[src/rtl/spi_rif_pkg.sv]
package spi_rif_pkg;
    localparam int REG_W    = 32;
    localparam int NUM_REGS = 10;
    localparam int NUM_CS   = 4;
    localparam int SEL_W    = 2;

    localparam int OFS_RX   = 0;
    localparam int OFS_TX   = 1;
    localparam int OFS_CTRL = 2;
    localparam int OFS_CFG  = 3;
    localparam int OFS_IEN  = 4;
    localparam int OFS_DMA  = 5;
    localparam int OFS_STAT = 6;
    localparam int OFS_PER  = 7;
    localparam int OFS_TEST = 8;
    localparam int OFS_MSG  = 9;

    localparam int B_EN   = 0;
    localparam int B_XCH  = 2;
    localparam int B_SMC  = 3;
    localparam int B_MODE = 4;
    localparam int B_SEL  = 18;

    typedef enum logic [1:0] {
        ST_OFF   = 2'd0,
        ST_ON    = 2'd1,
        ST_START = 2'd2,
        ST_RESET = 2'd3
    } rif_state_e;

    function automatic bit is_storage(input int ofs);
        return (ofs == OFS_CTRL) || (ofs == OFS_CFG) || (ofs == OFS_IEN) ||
               (ofs == OFS_DMA)  || (ofs == OFS_PER) || (ofs == OFS_TEST);
    endfunction
endpackage

[src/rtl/spi_rif_decode.sv]
module spi_rif_decode
    import spi_rif_pkg::*;
#(
    parameter int ADDR_W = 6
) (
    input  logic                bus_valid,
    input  logic                bus_write,
    input  logic [ADDR_W-1:0]   bus_addr,
    output logic [NUM_REGS-1:0] wr_sel,
    output logic [NUM_REGS-1:0] rd_sel
);
    for (genvar i = 0; i < NUM_REGS; i++) begin : g_sel
        logic hit;
        assign hit       = bus_valid && (bus_addr == ADDR_W'(i));
        assign wr_sel[i] = hit && bus_write;
        assign rd_sel[i] = hit && !bus_write;
    end
endmodule

[src/rtl/spi_rif_regs.sv]
module spi_rif_regs
    import spi_rif_pkg::*;
#(
    parameter logic [REG_W-1:0] EMPTY_MARK = 32'hDEADBEEF
) (
    input  logic                clk,
    input  logic                rst_n,
    input  logic [NUM_REGS-1:0] wr_sel,
    input  logic [NUM_REGS-1:0] rd_sel,
    input  logic [REG_W-1:0]    wdata,
    input  logic [REG_W-1:0]    rxf_data,
    input  logic                rxf_empty,
    input  logic [REG_W-1:0]    status_in,
    output logic [REG_W-1:0]    ctrl_word,
    output logic [REG_W-1:0]    cfg_word,
    output logic [REG_W-1:0]    ien_word,
    output logic [REG_W-1:0]    rdata
);
    logic [REG_W-1:0] regval [NUM_REGS];
    logic [REG_W-1:0] rd_val;
    logic             soft_clr;

    assign soft_clr = wr_sel[OFS_CTRL] && !wdata[B_EN];

    for (genvar i = 0; i < NUM_REGS; i++) begin : g_reg
        if (is_storage(i)) begin : g_store
            logic [REG_W-1:0] q;
            always_ff @(posedge clk or negedge rst_n) begin
                if (!rst_n) begin
                    q <= '0;
                end else if (soft_clr) begin
                    q <= '0;
                end else if (wr_sel[i]) begin
                    q <= wdata;
                end
            end
            assign regval[i] = q;
        end else begin : g_none
            assign regval[i] = '0;
        end
    end

    assign ctrl_word = regval[OFS_CTRL];
    assign cfg_word  = regval[OFS_CFG];
    assign ien_word  = regval[OFS_IEN];

    always_comb begin
        rd_val = '0;
        if (rd_sel[OFS_RX]) begin
            if (!ctrl_word[B_EN]) begin
                rd_val = '0;
            end else if (rxf_empty) begin
                rd_val = EMPTY_MARK;
            end else begin
                rd_val = rxf_data;
            end
        end else if (rd_sel[OFS_STAT]) begin
            rd_val = status_in;
        end else begin
            for (int i = 0; i < NUM_REGS; i++) begin
                if (rd_sel[i]) begin
                    rd_val = regval[i];
                end
            end
        end
    end

    always_ff @(posedge clk or negedge rst_n) begin
        if (!rst_n) begin
            rdata <= '0;
        end else begin
            rdata <= rd_val;
        end
    end
endmodule

[src/rtl/spi_rif_fsm.sv]
module spi_rif_fsm
    import spi_rif_pkg::*;
(
    input  logic              clk,
    input  logic              rst_n,
    input  logic              ctrl_wr,
    input  logic              new_en,
    input  logic              new_xch,
    input  logic              new_smc,
    input  logic [NUM_CS-1:0] new_mode,
    input  logic [SEL_W-1:0]  new_sel,
    input  logic              cur_xch,
    input  logic              cur_smc,
    input  logic [NUM_CS-1:0] cur_mode,
    input  logic [SEL_W-1:0]  cur_sel,
    input  logic              tx_push,
    input  logic              txf_empty,
    output logic              xfer_start,
    output logic              fifo_flush,
    output logic [NUM_CS-1:0] cs_n
);
    rif_state_e state_q, state_d;
    logic new_master, cur_master;
    logic ctrl_trig, push_trig;

    assign new_master = new_mode[new_sel];
    assign cur_master = cur_mode[cur_sel];

    assign ctrl_trig = ctrl_wr && new_en && new_master &&
                       ((new_smc && !cur_smc && !txf_empty) ||
                        (new_xch && !cur_xch && !new_smc));
    assign push_trig = tx_push && cur_master && cur_smc;

    always_comb begin
        state_d = state_q;
        if (ctrl_wr && !new_en) begin
            state_d = ST_RESET;
        end else if (ctrl_trig || push_trig) begin
            state_d = ST_START;
        end else if (ctrl_wr) begin
            state_d = ST_ON;
        end else begin
            unique case (state_q)
                ST_OFF:   state_d = ST_OFF;
                ST_ON:    state_d = ST_ON;
                ST_START: state_d = ST_ON;
                ST_RESET: state_d = ST_OFF;
                default:  state_d = ST_OFF;
            endcase
        end
    end

    always_ff @(posedge clk or negedge rst_n) begin
        if (!rst_n) begin
            state_q <= ST_OFF;
        end else begin
            state_q <= state_d;
        end
    end

    always_comb begin
        xfer_start = 1'b0;
        fifo_flush = 1'b0;
        unique case (state_q)
            ST_OFF:   ;
            ST_ON:    ;
            ST_START: xfer_start = 1'b1;
            ST_RESET: fifo_flush = 1'b1;
            default:  ;
        endcase
    end

    for (genvar c = 0; c < NUM_CS; c++) begin : g_cs
        always_ff @(posedge clk or negedge rst_n) begin
            if (!rst_n) begin
                cs_n[c] <= 1'b1;
            end else if (ctrl_wr) begin
                if (!new_en) begin
                    cs_n[c] <= 1'b1;
                end else if (new_master) begin
                    cs_n[c] <= (new_sel != SEL_W'(c));
                end
            end
        end
    end
endmodule

[src/rtl/spi_regif.sv]
module spi_regif
    import spi_rif_pkg::*;
#(
    parameter int          ADDR_W     = 6,
    parameter logic [31:0] EMPTY_MARK = 32'hDEADBEEF
) (
    input  logic              clk,
    input  logic              rst_n,
    input  logic              bus_valid,
    input  logic              bus_write,
    input  logic [ADDR_W-1:0] bus_addr,
    input  logic [31:0]       bus_wdata,
    output logic [31:0]       bus_rdata,
    output logic              txf_push,
    output logic [31:0]       txf_data,
    input  logic              txf_full,
    input  logic              txf_empty,
    output logic              rxf_pop,
    input  logic [31:0]       rxf_data,
    input  logic              rxf_empty,
    input  logic [31:0]       status_in,
    output logic              stat_wr,
    output logic [31:0]       stat_wdata,
    output logic [31:0]       ctrl_word,
    output logic [31:0]       cfg_word,
    output logic [31:0]       ien_word,
    output logic              xfer_start,
    output logic              fifo_flush,
    output logic [3:0]        cs_n
);
    localparam int MIN_ADDR_W = $clog2(NUM_REGS);
    if (ADDR_W < MIN_ADDR_W) begin : g_bad_width
        initial $error("ADDR_W too small for register map");
    end

    logic [NUM_REGS-1:0] wr_sel, rd_sel;
    logic                enabled;

    spi_rif_decode #(.ADDR_W(ADDR_W)) u_dec (
        .bus_valid (bus_valid),
        .bus_write (bus_write),
        .bus_addr  (bus_addr),
        .wr_sel    (wr_sel),
        .rd_sel    (rd_sel)
    );

    spi_rif_regs #(.EMPTY_MARK(EMPTY_MARK)) u_regs (
        .clk       (clk),
        .rst_n     (rst_n),
        .wr_sel    (wr_sel),
        .rd_sel    (rd_sel),
        .wdata     (bus_wdata),
        .rxf_data  (rxf_data),
        .rxf_empty (rxf_empty),
        .status_in (status_in),
        .ctrl_word (ctrl_word),
        .cfg_word  (cfg_word),
        .ien_word  (ien_word),
        .rdata     (bus_rdata)
    );

    assign enabled    = ctrl_word[B_EN];
    assign txf_push   = wr_sel[OFS_TX] && enabled && !txf_full;
    assign txf_data   = bus_wdata;
    assign rxf_pop    = rd_sel[OFS_RX] && enabled && !rxf_empty;
    assign stat_wr    = wr_sel[OFS_STAT];
    assign stat_wdata = bus_wdata;

    spi_rif_fsm u_fsm (
        .clk        (clk),
        .rst_n      (rst_n),
        .ctrl_wr    (wr_sel[OFS_CTRL]),
        .new_en     (bus_wdata[B_EN]),
        .new_xch    (bus_wdata[B_XCH]),
        .new_smc    (bus_wdata[B_SMC]),
        .new_mode   (bus_wdata[B_MODE +: NUM_CS]),
        .new_sel    (bus_wdata[B_SEL +: SEL_W]),
        .cur_xch    (ctrl_word[B_XCH]),
        .cur_smc    (ctrl_word[B_SMC]),
        .cur_mode   (ctrl_word[B_MODE +: NUM_CS]),
        .cur_sel    (ctrl_word[B_SEL +: SEL_W]),
        .tx_push    (txf_push),
        .txf_empty  (txf_empty),
        .xfer_start (xfer_start),
        .fifo_flush (fifo_flush),
        .cs_n       (cs_n)
    );
endmodule

[config.mk]
export PLATFORM = sky130hd
export DESIGN_NAME = spi_regif
export DESIGN_NICKNAME = d
export VERILOG_FILES = /design/src/rtl/spi_rif_pkg.sv /design/src/rtl/spi_rif_decode.sv /design/src/rtl/spi_rif_regs.sv /design/src/rtl/spi_rif_fsm.sv /design/src/rtl/spi_regif.sv
export SDC_FILE = /design/constraint.sdc
export NUM_CORES = 1
export LEC_CHECK = 0
export ABC_AREA = 1
export BUFFER_PORTS_ARGS = -buffer_cell sky130_fd_sc_hd__clkbuf_2
export CORE_MARGIN = 5
export CORE_UTILIZATION = 54
export CTS_CLUSTER_DIAMETER = 150
export DETAILED_ROUTE_END_ITERATION = 12
export GPL_ROUTABILITY_DRIVEN = 0
export PLACE_DENSITY_LB_ADDON = 0.1
export SLEW_MARGIN = 25
export SYNTH_ARGS = -nofsm -noshare
export SYNTH_HDL_FRONTEND = slang
export SYNTH_HIERARCHICAL = 1
export SYNTH_SLANG_ARGS = --single-unit
[constraint.sdc]
create_clock -name clk -period 1.1 [get_ports clk]
set_input_delay 0.11 -clock clk [delete_from_list [all_inputs] [get_ports clk]]
set_output_delay 0.11 -clock clk [all_outputs]
set_load 0.01 [all_outputs]
==> results of run 1 <==
-- worst min-delay path, delay by kind of cell --
family	cells	cell delay [ps]
buf+inv	1	110
compound gates	1	80
simple gates	1	150
-- report_power, final --
part	internal (uW)	total (uW)	switching [uW]	leakage, uW
clock network	4650	8120	3470	0.000384
logic	2190	4190	2000	0.00617
registers	9090	9510	421	0.00313
-- cells in the final DEF, fill, tap and decap left out, drive strengths merged --
cell         count
dfrtp          226
buf            355
nand2          635
clkbuf         255
nor2            41
nor3             1
a22oi            1
inv            121
bufbuf           1
o21ai          210
dlygate4sd3     93
clkinv           5
nand3b           2
a21oi          130
o211ai           3
dfstp            4
or2              1
nand3           39
ha               2
-- flip-flops by register name, indices dropped and copies added (netlist names) --
signal	flops
u_regs/ien_word	32
u_fsm/cs_n	4
u_regs/rdata	32
u_regs/cfg_word	32
u_regs/g.g_store.q	96
u_regs/ctrl_word	32
u_fsm/state_q	2
-- per-stage QoR --
stage	TNS [ps]	hold WS (ps)	cell area, um^2
floorplan	-67140	-186	11900
global placement	-118700	39.9	14700
detailed placement	-124140	46.8	14700
CTS	-26140	7.45	17800
global route	-55270	10.4	18900
finish	-41570	-23.5	18900
-- per-layer routing --
layer	vias to the layer above	share of wire	global-route usage
met3	281	0.087	0.0547
met1	6566	0.33	0.422
met5	-	0	0
met4	0	0.070	0.182
met2	968	0.51	0.619
li1	5977	-	-
-- worst max path at each step --
stage | startpoint | to | slack, ps | depth (start not counted)
3_5_place_dp | bus_addr[5] | u_regs/rdata[7]$_DFF_PN0_ | -770 | 17
2_1_floorplan | bus_addr[5] | u_regs/rdata[30]$_DFF_PN0_ | -320 | 14
4_1_cts | u_regs/ctrl_word[0]$_DFFE_PN0P_ | ctrl_word[0] | -330 | 3
3_3_place_gp | bus_addr[5] | u_regs/rdata[9]$_DFF_PN0_ | -730 | 17
5_1_grt | bus_addr[5] | u_regs/rdata[19]$_DFF_PN0_ | -490 | 18
6_report | bus_addr[5] | u_regs/rdata[14]$_DFF_PN0_ | -470 | 18
-- cell type report --
| class | instances | area share |
|---|---|---|
| clock inverter | 4 | 0.00126 |
| sequential | 230 | 0.305 |
| multi-input combinational | 1065 | 0.285 |
| timing repair buffer | 664 | 0.325 |
| tap | 280 | 0.0185 |
| inverter | 122 | 0.0257 |
| clock buffer | 40 | 0.0398 |
-- timing repair --
action,4_1_cts,5_1_grt
endpoints found under the setup margin,228,360
cloned,8,1
hold buffers,83,10
pin swaps,32,50
endpoints found under the hold margin,350,41
setup buffers,69,15
resized for setup,243,321
==> reports/metrics.csv, run 1 <==
stage,metric,value,unit
place,dp_hpwl,27800,um
place,place_inst,2189,
die,start_util,0.545,
timing,tightest_slew,466,ps
grt,grt_remaining_overflow,0,
pwr,ir_worst_vdd,1.24,mV
routing,drtIter0Drc,1722,
die,die_h,158,um
die,pin_count,310,
timing,fmaxAchievable,0.635,GHz
finish,nets,2219,
critical_path,crit_slowest_cell,nor2_4,
yosys,syn_nets,1685,
die,dieArea,24900,um^2
critical_path,cpMostUsedCell,nand2_1,
routing,drc_errors,0,
routing,ant_nets,0,
critical_path,crit_family,simple AND/OR/NAND/NOR gates,
worst_hold_path,min_path_cells,3,
finish,fin_cells,2405,
timing,hold_viol,2,
routing,drtPass1Iterations,5,
pwr,power.density,1160,nW/um^2
cts,cts_buffers,25,
grt,grt_pass1_vias,13200,
pwr,power.total,21800,uW
cts,clk_latency,520,ps
timing,rsz0062_at_grt,true,
place,dp_slack,-767,ps
die,die_w,158,um
finish,fillers,1070,
worst_hold_path,hp-class,input port to register,
timing,drv_slew,0,
grt,grt_pass1_wl,69500,um
critical_path,critical_path_class,input port to register,
pwr,power_leakage,0.00968,uW
die,core_area,21700,um^2
cts,cts_tree,done,
critical_path,cp.arrival,2030,ps
finish,fin_util,0.871,
cts,clk_pin_slew,60,ps
finish,syn_to_final_growth,59.9,%
timing,maxSlewHeadroom,0.689,
cts,htree_levels,1,
timing,fin_ws,-474,ps
worst_hold_path,hold_end,u_regs/g_reg[5].g_store.q[9]$_DFFE_PN0P_,
critical_path,reg2reg_from,u_regs/ien_word[14]$_DFFE_PN0P_,
critical_path,reg2reg_depth,9,
yosys,avgSynthCellArea,7.51,um^2
critical_path,worst-path-buf-inv,6,
finish,seqCellArea,5760,um^2
routing,wl_per_cell,21.1,um
timing,period_minus_slack,1570,ps
grt,grt_max_degree,45,
critical_path,r2r_setup_slack,-370,ps
critical_path,slowest_delay,180,ps
run_status,status,"complete, but fails checks",
worst_hold_path,min_from,bus_wdata[9],
grt,antenna_found_initial,0,
run_status,failed_checks,"hold timing, setup timing",
finish,multi_input_area,5390,um^2
die,num_rows,54,
timing,finalSetupViolCount,365,
grt,grt_use_total,0.354,
critical_path,cp.required,1550,ps
timing,fin_skew,4.95,ps
routing,wirelength,50700,um
yosys,netlist_area,11800,um^2
routing,via_count,13800,
cts,clock-sinks,230,
timing,fin_worst_hold_slack,-23.5,ps
critical_path,startpoint_type,input port,
finish,diodes,0,
timing,final.period_utilization,1.43,
place,portBuffers,309,
critical_path,worstReg2RegEnd,u_regs/rdata[14]$_DFF_PN0_,
routing,vias_per_cell,5.73,
cts,clockBufferDepth,3,
yosys,ys_warn_count,6,
cts,clockRootBuffer,clkbuf_16,
critical_path,cp_max_fo,17,
yosys,syn_inst,1574,
critical_path,endpoint_kind,register,
critical_path,path_cells,"clkbuf_16, inv_12, nand2_4, nor2_4, buf_6, buf_4, nand2_4, nor2_4, buf_4, buf_12, a21oi_1, nand2_2, nand2_2, nand2_1, nand2_1, nand2_1, nand2_1, nand2_1",
finish,drive_gt1_frac,0.396,
flow_run,cap_violations,0,
No activity file was read; power rests on OpenSTA's default activity.
==> run 2, diff against run 1 <==
CELL_PAD_IN_SITES_DETAIL_PLACEMENT = 0   (was unset)
CELL_PAD_IN_SITES_GLOBAL_PLACEMENT = 1   (was unset)
CORE_UTILIZATION = 38   (was 54)
==> reports/metrics.csv, run 2 (synthesized netlist as in run 1, its figures left out) <==
stage,metric,value,unit,change
run_status,status,"complete, but fails checks",,
run_status,failed_checks,"hold timing, setup timing",,
timing,tightest_slew,412,ps,-53.6 ps
grt,antenna_found_initial,0,,unchanged
pwr,power.density,1050,nW/um^2,-8.7%
place,dp_hpwl,30600,um,+10%
routing,drtIter0Drc,596,,-65%
worst_hold_path,hp-class,input port to async pin,,
critical_path,cp.required,990,ps,-560 ps
routing,wl_per_cell,19.9,um,-5.6%
routing,via_count,13300,,-3.8%
critical_path,reg2reg_depth,8,,-1
grt,grt_pass1_wl,78500,um,+13%
grt,grt_use_total,0.282,,-0.0716
timing,finalSetupViolCount,366,,+0.27%
critical_path,cp.arrival,1380,ps,-650 ps
finish,layout_common_cells,"375 x nand2_1, 224 x dfrtp_1, 199 x buf_6",,
finish,drive_gt1_frac,0.554,,+0.159
finish,final_common_cell,nand2_1,,
timing,setup_tns,-61600,ps,-20030 ps
finish,fillers,2290,,+110%
die,core_area,30700,um^2,+41%
grt,grt_pass1_vias,13500,,+2.1%
grt,grt_remaining_overflow,0,,unchanged
routing,vias_per_cell,5.06,,-12%
timing,drv_slew,0,,unchanged
timing,final.period_utilization,1.35,,-0.0805
cts,clockRootBuffer,clkbuf_16,,
die,die_w,186,um,+18%
timing,rsz0062_at_grt,true,,
critical_path,cp_max_fo,3,,-14
critical_path,r2r_setup_slack,-270,ps,+100 ps
die,die_h,186,um,+18%
timing,fin_worst_hold_slack,-2.05,ps,+21.5 ps
critical_path,worstReg2RegEnd,u_regs/rdata[15]$_DFF_PN0_,,
finish,seqCellArea,5760,um^2,about the same
timing,fin_ws,-385,ps,+88.6 ps
die,pin_count,310,,unchanged
timing,fmaxAchievable,0.673,GHz,+6.0%
timing,maxSlewHeadroom,0.724,,+0.0351
finish,diodes,0,,unchanged
grt,grt_max_degree,51,,+13%
die,dieArea,34700,um^2,+39%
cts,htree_levels,1,,unchanged
routing,drc_errors,0,,unchanged
cts,clk_latency,550,ps,+30 ps
routing,ant_nets,0,,unchanged
timing,fin_skew,9.17,ps,+4.21 ps
critical_path,reg2reg_from,u_regs/ctrl_word[0]$_DFFE_PN0P_,,
finish,nets,2317,,+4.4%
cts,cts_buffers,27,,+8.0%
die,start_util,0.385,,-0.160
timing,hold_viol,1,,-1
routing,drtPass1Iterations,5,,unchanged
pwr,ir_worst_vdd,1.22,mV,-1.6%
critical_path,endpoint_kind,primary output,,
pwr,power.total,23600,uW,+8.0%
die,num_rows,64,,+19%
finish,syn_to_final_growth,89.2,%,
cts,clk_pin_slew,60,ps,about the same
flow_run,cap_violations,0,,unchanged
pwr,power_leakage,0.0111,uW,+15%
cts,clock-sinks,230,,unchanged
finish,regMostFlops,u_regs/g.g_store.q,,
critical_path,startpoint_type,register,,
finish,largest_reg_flops,96,,unchanged
routing,wirelength,52100,um,+2.8%
finish,multi_input_area,7010,um^2,+30%
cts,clockBufferDepth,3,,unchanged
critical_path,critical_path_class,register to primary output,,
finish,fin_util,0.729,,-0.142
cts,cts_tree,done,,
place,portBuffers,309,,unchanged
timing,period_minus_slack,1490,ps,-88.6 ps
run 2: per-layer routing:
layer  wire length (um)  track usage  up-vias
met5                  0            0        -
met4               2140       0.0875        0
met3               2250       0.0392      117
met2              27200        0.509      389
met1              20600        0.349     6527
li1                   -            -     6230
run 2: report_power, final:
group | switching [uW] | internal [uW] | leakage [uW] | total [uW]
combinational | 2250 | 2750 | 0.00756 | 5000
clock | 3670 | 5300 | 0.000446 | 8960
sequential | 517 | 9090 | 0.00313 | 9610
run 2: worst max-delay path, stage by stage, from the launching register on:
cell and delay [ps]:
dfrtp_2 420, nand2_2 90, nor2_4 130, buf_6 110
buf_6 90
run 2: cell type report:
| type | count | area share |
|---|---|---|
| Timing Repair Buffer | 760 | 0.345 |
| Inverter | 122 | 0.0219 |
| Sequential cell | 230 | 0.258 |
| Clock buffer | 38 | 0.0361 |
| Clock inverter | 9 | 0.00330 |
| Multi-Input combinational cell | 1065 | 0.314 |
| Tap cell | 396 | 0.0222 |
run 2: repair_timing:
action | 4_1_cts | 5_1_grt
cloned | 35 | 1
endpoints found under the setup margin | 302 | 405
pin swaps | 60 | 105
hold buffers | 98 | 0
setup buffers | 102 | 62
resized for setup | 513 | 703
hold endpoints to repair | 437 | 0
run 2: through the flow:
| stage | cell area [um^2] | instances | setup WS, ps |
|---|---|---|---|
| CTS | 20200 | 2582 | -423 |
| finish | 22300 | 2620 | -385 |
| detailed placement | 15000 | 2311 | -751 |
| global route | 22300 | 2620 | -425 |
| floorplan | 11900 | 1574 | -324 |
| global placement | 15000 | 2311 | -743 |
run 2: worst max-delay path by stage:
stage	from	to	slack [ps]	depth (start not counted)
final	u_regs/ctrl_word[0]$_DFFE_PN0P_	txf_push	-390	4
after global routing	u_regs/ctrl_word[0]$_DFFE_PN0P_	txf_push	-420	4
after CTS	u_regs/ctrl_word[0]$_DFFE_PN0P_	txf_push	-420	4
after detailed placement	bus_addr[5]	u_regs/rdata[0]$_DFF_PN0_	-750	16
after global placement	bus_addr[5]	u_regs/rdata[0]$_DFF_PN0_	-740	16
after floorplan	bus_addr[5]	u_regs/rdata[30]$_DFF_PN0_	-320	14
==> run 3, diff against run 2 <==
REMOVE_ABC_BUFFERS = 1   (was unset)
==> reports/metrics.csv, run 3 (synthesized netlist as in run 1, its figures left out) <==
stage,metric,value,unit,change
cts,clock-sinks,230,,unchanged
die,die_h,186,um,unchanged
die,pin_count,310,,unchanged
finish,final_common_cell,nand2_1,,
cts,clk_pin_slew,60,ps,about the same
routing,drtPass1Iterations,5,,unchanged
pwr,power_leakage,0.0102,uW,-8.3%
critical_path,cp.arrival,1380,ps,about the same
run_status,failed_checks,"hold timing, setup timing",,
grt,grt_remaining_overflow,0,,unchanged
timing,hold_viol,1,,unchanged
die,core_area,30700,um^2,unchanged
timing,fin_worst_hold_slack,-0.683,ps,+1.36 ps
finish,syn_to_final_growth,71.9,%,
critical_path,cpMostUsedCell,buf_6,,
timing,tightest_slew,556,ps,+143 ps
place,dp_hpwl,28400,um,-7.5%
critical_path,endpoint_kind,primary output,,
critical_path,critical_path_class,register to primary output,,
cts,clockRootBuffer,clkbuf_16,,
finish,design_area,20300,um^2,-9.1%
finish,nets,2251,,-2.8%
finish,drive_gt1_frac,0.440,,-0.115
grt,grt_use_total,0.263,,-0.0192
critical_path,worst-path-buf-inv,3,,+1
finish,diodes,0,,unchanged
routing,vias_per_cell,5.11,,+1.0%
die,start_util,0.385,,unchanged
timing,drv_slew,0,,unchanged
timing,maxSlewHeadroom,0.629,,-0.0949
critical_path,reg2reg_depth,10,,+2
routing,ant_nets,0,,unchanged
routing,wirelength,53500,um,+2.6%
place,portBuffers,309,,unchanged
finish,fin_util,0.662,,-0.0667
grt,grt_max_degree,66,,+29%
finish,regMostFlops,u_regs/g.g_store.q,,
timing,fin_skew,10.1,ps,+0.914 ps
critical_path,crit_family,flip-flops,,
place,placed_area,14400,um^2,-4.2%
worst_hold_path,min_path_cells,3,,
pwr,ir_worst_vdd,1.01,mV,-17%
finish,largest_reg_flops,96,,unchanged
timing,fmaxAchievable,0.670,GHz,-0.52%
critical_path,critical_path_cell_count,5,,+1
cts,clk_latency,550,ps,about the same
grt,grt_pass1_vias,12500,,-7.7%
routing,drc_errors,0,,unchanged
critical_path,path_cells,"buf_6, nand2_4, nor2_4, buf_6, buf_6",,
die,num_rows,64,,unchanged
routing,drtIter0Drc,936,,+57%
timing,fin_ws,-393,ps,-7.80 ps
die,die_w,186,um,unchanged
critical_path,crit_slowest_cell,dfrtp_1,,
timing,finalSetupViolCount,230,,-37%
routing,via_count,13100,,-1.4%
cts,htree_levels,1,,unchanged
die,dieArea,34700,um^2,unchanged
timing,final.period_utilization,1.36,,+0.00709
critical_path,slowest_delay,390,ps,-30 ps
timing,period_minus_slack,1490,ps,+7.80 ps
cts,clockBufferDepth,3,,unchanged
pwr,power.total,22900,uW,-3.0%
finish,layout_common_cells,"477 x nand2_1, 231 x clkbuf_2, 224 x dfrtp_1",,
pwr,power.density,1130,nW/um^2,+6.8%
critical_path,cp_max_fo,4,,+1
flow_run,cap_violations,0,,unchanged
timing,rsz0062_at_grt,true,,
run_status,status,"complete, but fails checks",,
worst_hold_path,hp-class,input port to register,,
cts,cts_tree,done,,
critical_path,startpoint_type,register,,
routing,wl_per_cell,20.9,um,+5.1%
grt,antenna_found_initial,0,,unchanged
critical_path,cp.required,990,ps,about the same
timing,setup_tns,-23140,ps,+38460 ps
cts,cts_buffers,28,,+3.7%
grt,grt_pass1_wl,73300,um,-6.6%
## run 3: cell types whose count changed in the layout (fill, tap and decap cells not counted), sizes merged
cell         change
buf            -129
clkbuf          +58
dlygate4sd3      +5
nor2             +5
inv              -2
bufinv           +1
clkinv           -1
## run 3: path summary, 6_finish.rpt
path                                                           from                                   endpoint  slack (ps)
setup / recovery                    u_regs/ctrl_word[0]$_DFFE_PN0P_                                   txf_push        -390
hold / removal                                        bus_wdata[18]           u_regs/ctrl_word[18]$_DFFE_PN0P_        -0.7
setup reg to reg                    u_regs/ctrl_word[0]$_DFFE_PN0P_                 u_fsm/state_q[0]$_DFF_PN0_        -260
hold reg to reg            u_regs/g_reg[5].g_store.q[0]$_DFFE_PN0P_   u_regs/g_reg[5].g_store.q[0]$_DFFE_PN0P_         480
max in group asynchronous                                     rst_n            u_regs/cfg_word[29]$_DFFE_PN0P_         430
min in group asynchronous                                     rst_n  u_regs/g_reg[7].g_store.q[31]$_DFFE_PN0P_          20
## run 3: what timing repair did
item,4_1_cts,5_1_grt
gates cloned,11,15
pin swaps,17,91
endpoints found under the setup margin,346,362
resized for setup,114,598
hold buffers,96,6
setup buffers,47,99
endpoints found under the hold margin,392,30
## run 3: layout make-up
cell class / instances / area (um^2)
inverter: 122 / 490
multi-input combinational: 1070 / 6060
timing repair buffer: 688 / 6560
sequential: 230 / 5760
fill: 2526 / 10400
clock buffer: 44 / 852
clock inverter: 7 / 85.1
tap: 396 / 495
## run 3: worst reg2reg max path: stages (launching register included)
cell and delay [ps]:
dfrtp_1 360, buf_6 130, nand2_4 50, nor2_4 100
buf_4 110, buf_6 80, buf_6 80, nand2_1 40
nand3b_1 160, nand3_1 90, nand2_1 50
## run 3: metrics by stage
step	cells	hold slack (ps)	setup WS, ps
after floorplan	1417	-186	-2690
after detailed placement	2250	-17.8	-799
final	2557	-0.683	-393
after global placement	2250	-18.4	-780
after global routing	2557	23.1	-429
after CTS	2445	-5.11	-409
## run 3: report_power, final
| group | switching [uW] | leakage [uW] | internal [uW] |
|---|---|---|---|
| logic | 1870 | 0.00662 | 2040 |
| registers | 418 | 0.00313 | 9090 |
| clock network | 3720 | 0.000465 | 5740 |
## run 3: metal layers
metal | vias to the layer above | share of wire | GRT usage
met3 | 102 | 0.078 | 0.0454
met5 | - | 0 | 0
met2 | 601 | 0.48 | 0.444
li1 | 6075 | - | -
met1 | 6300 | 0.41 | 0.355
met4 | 0 | 0.028 | 0.0618
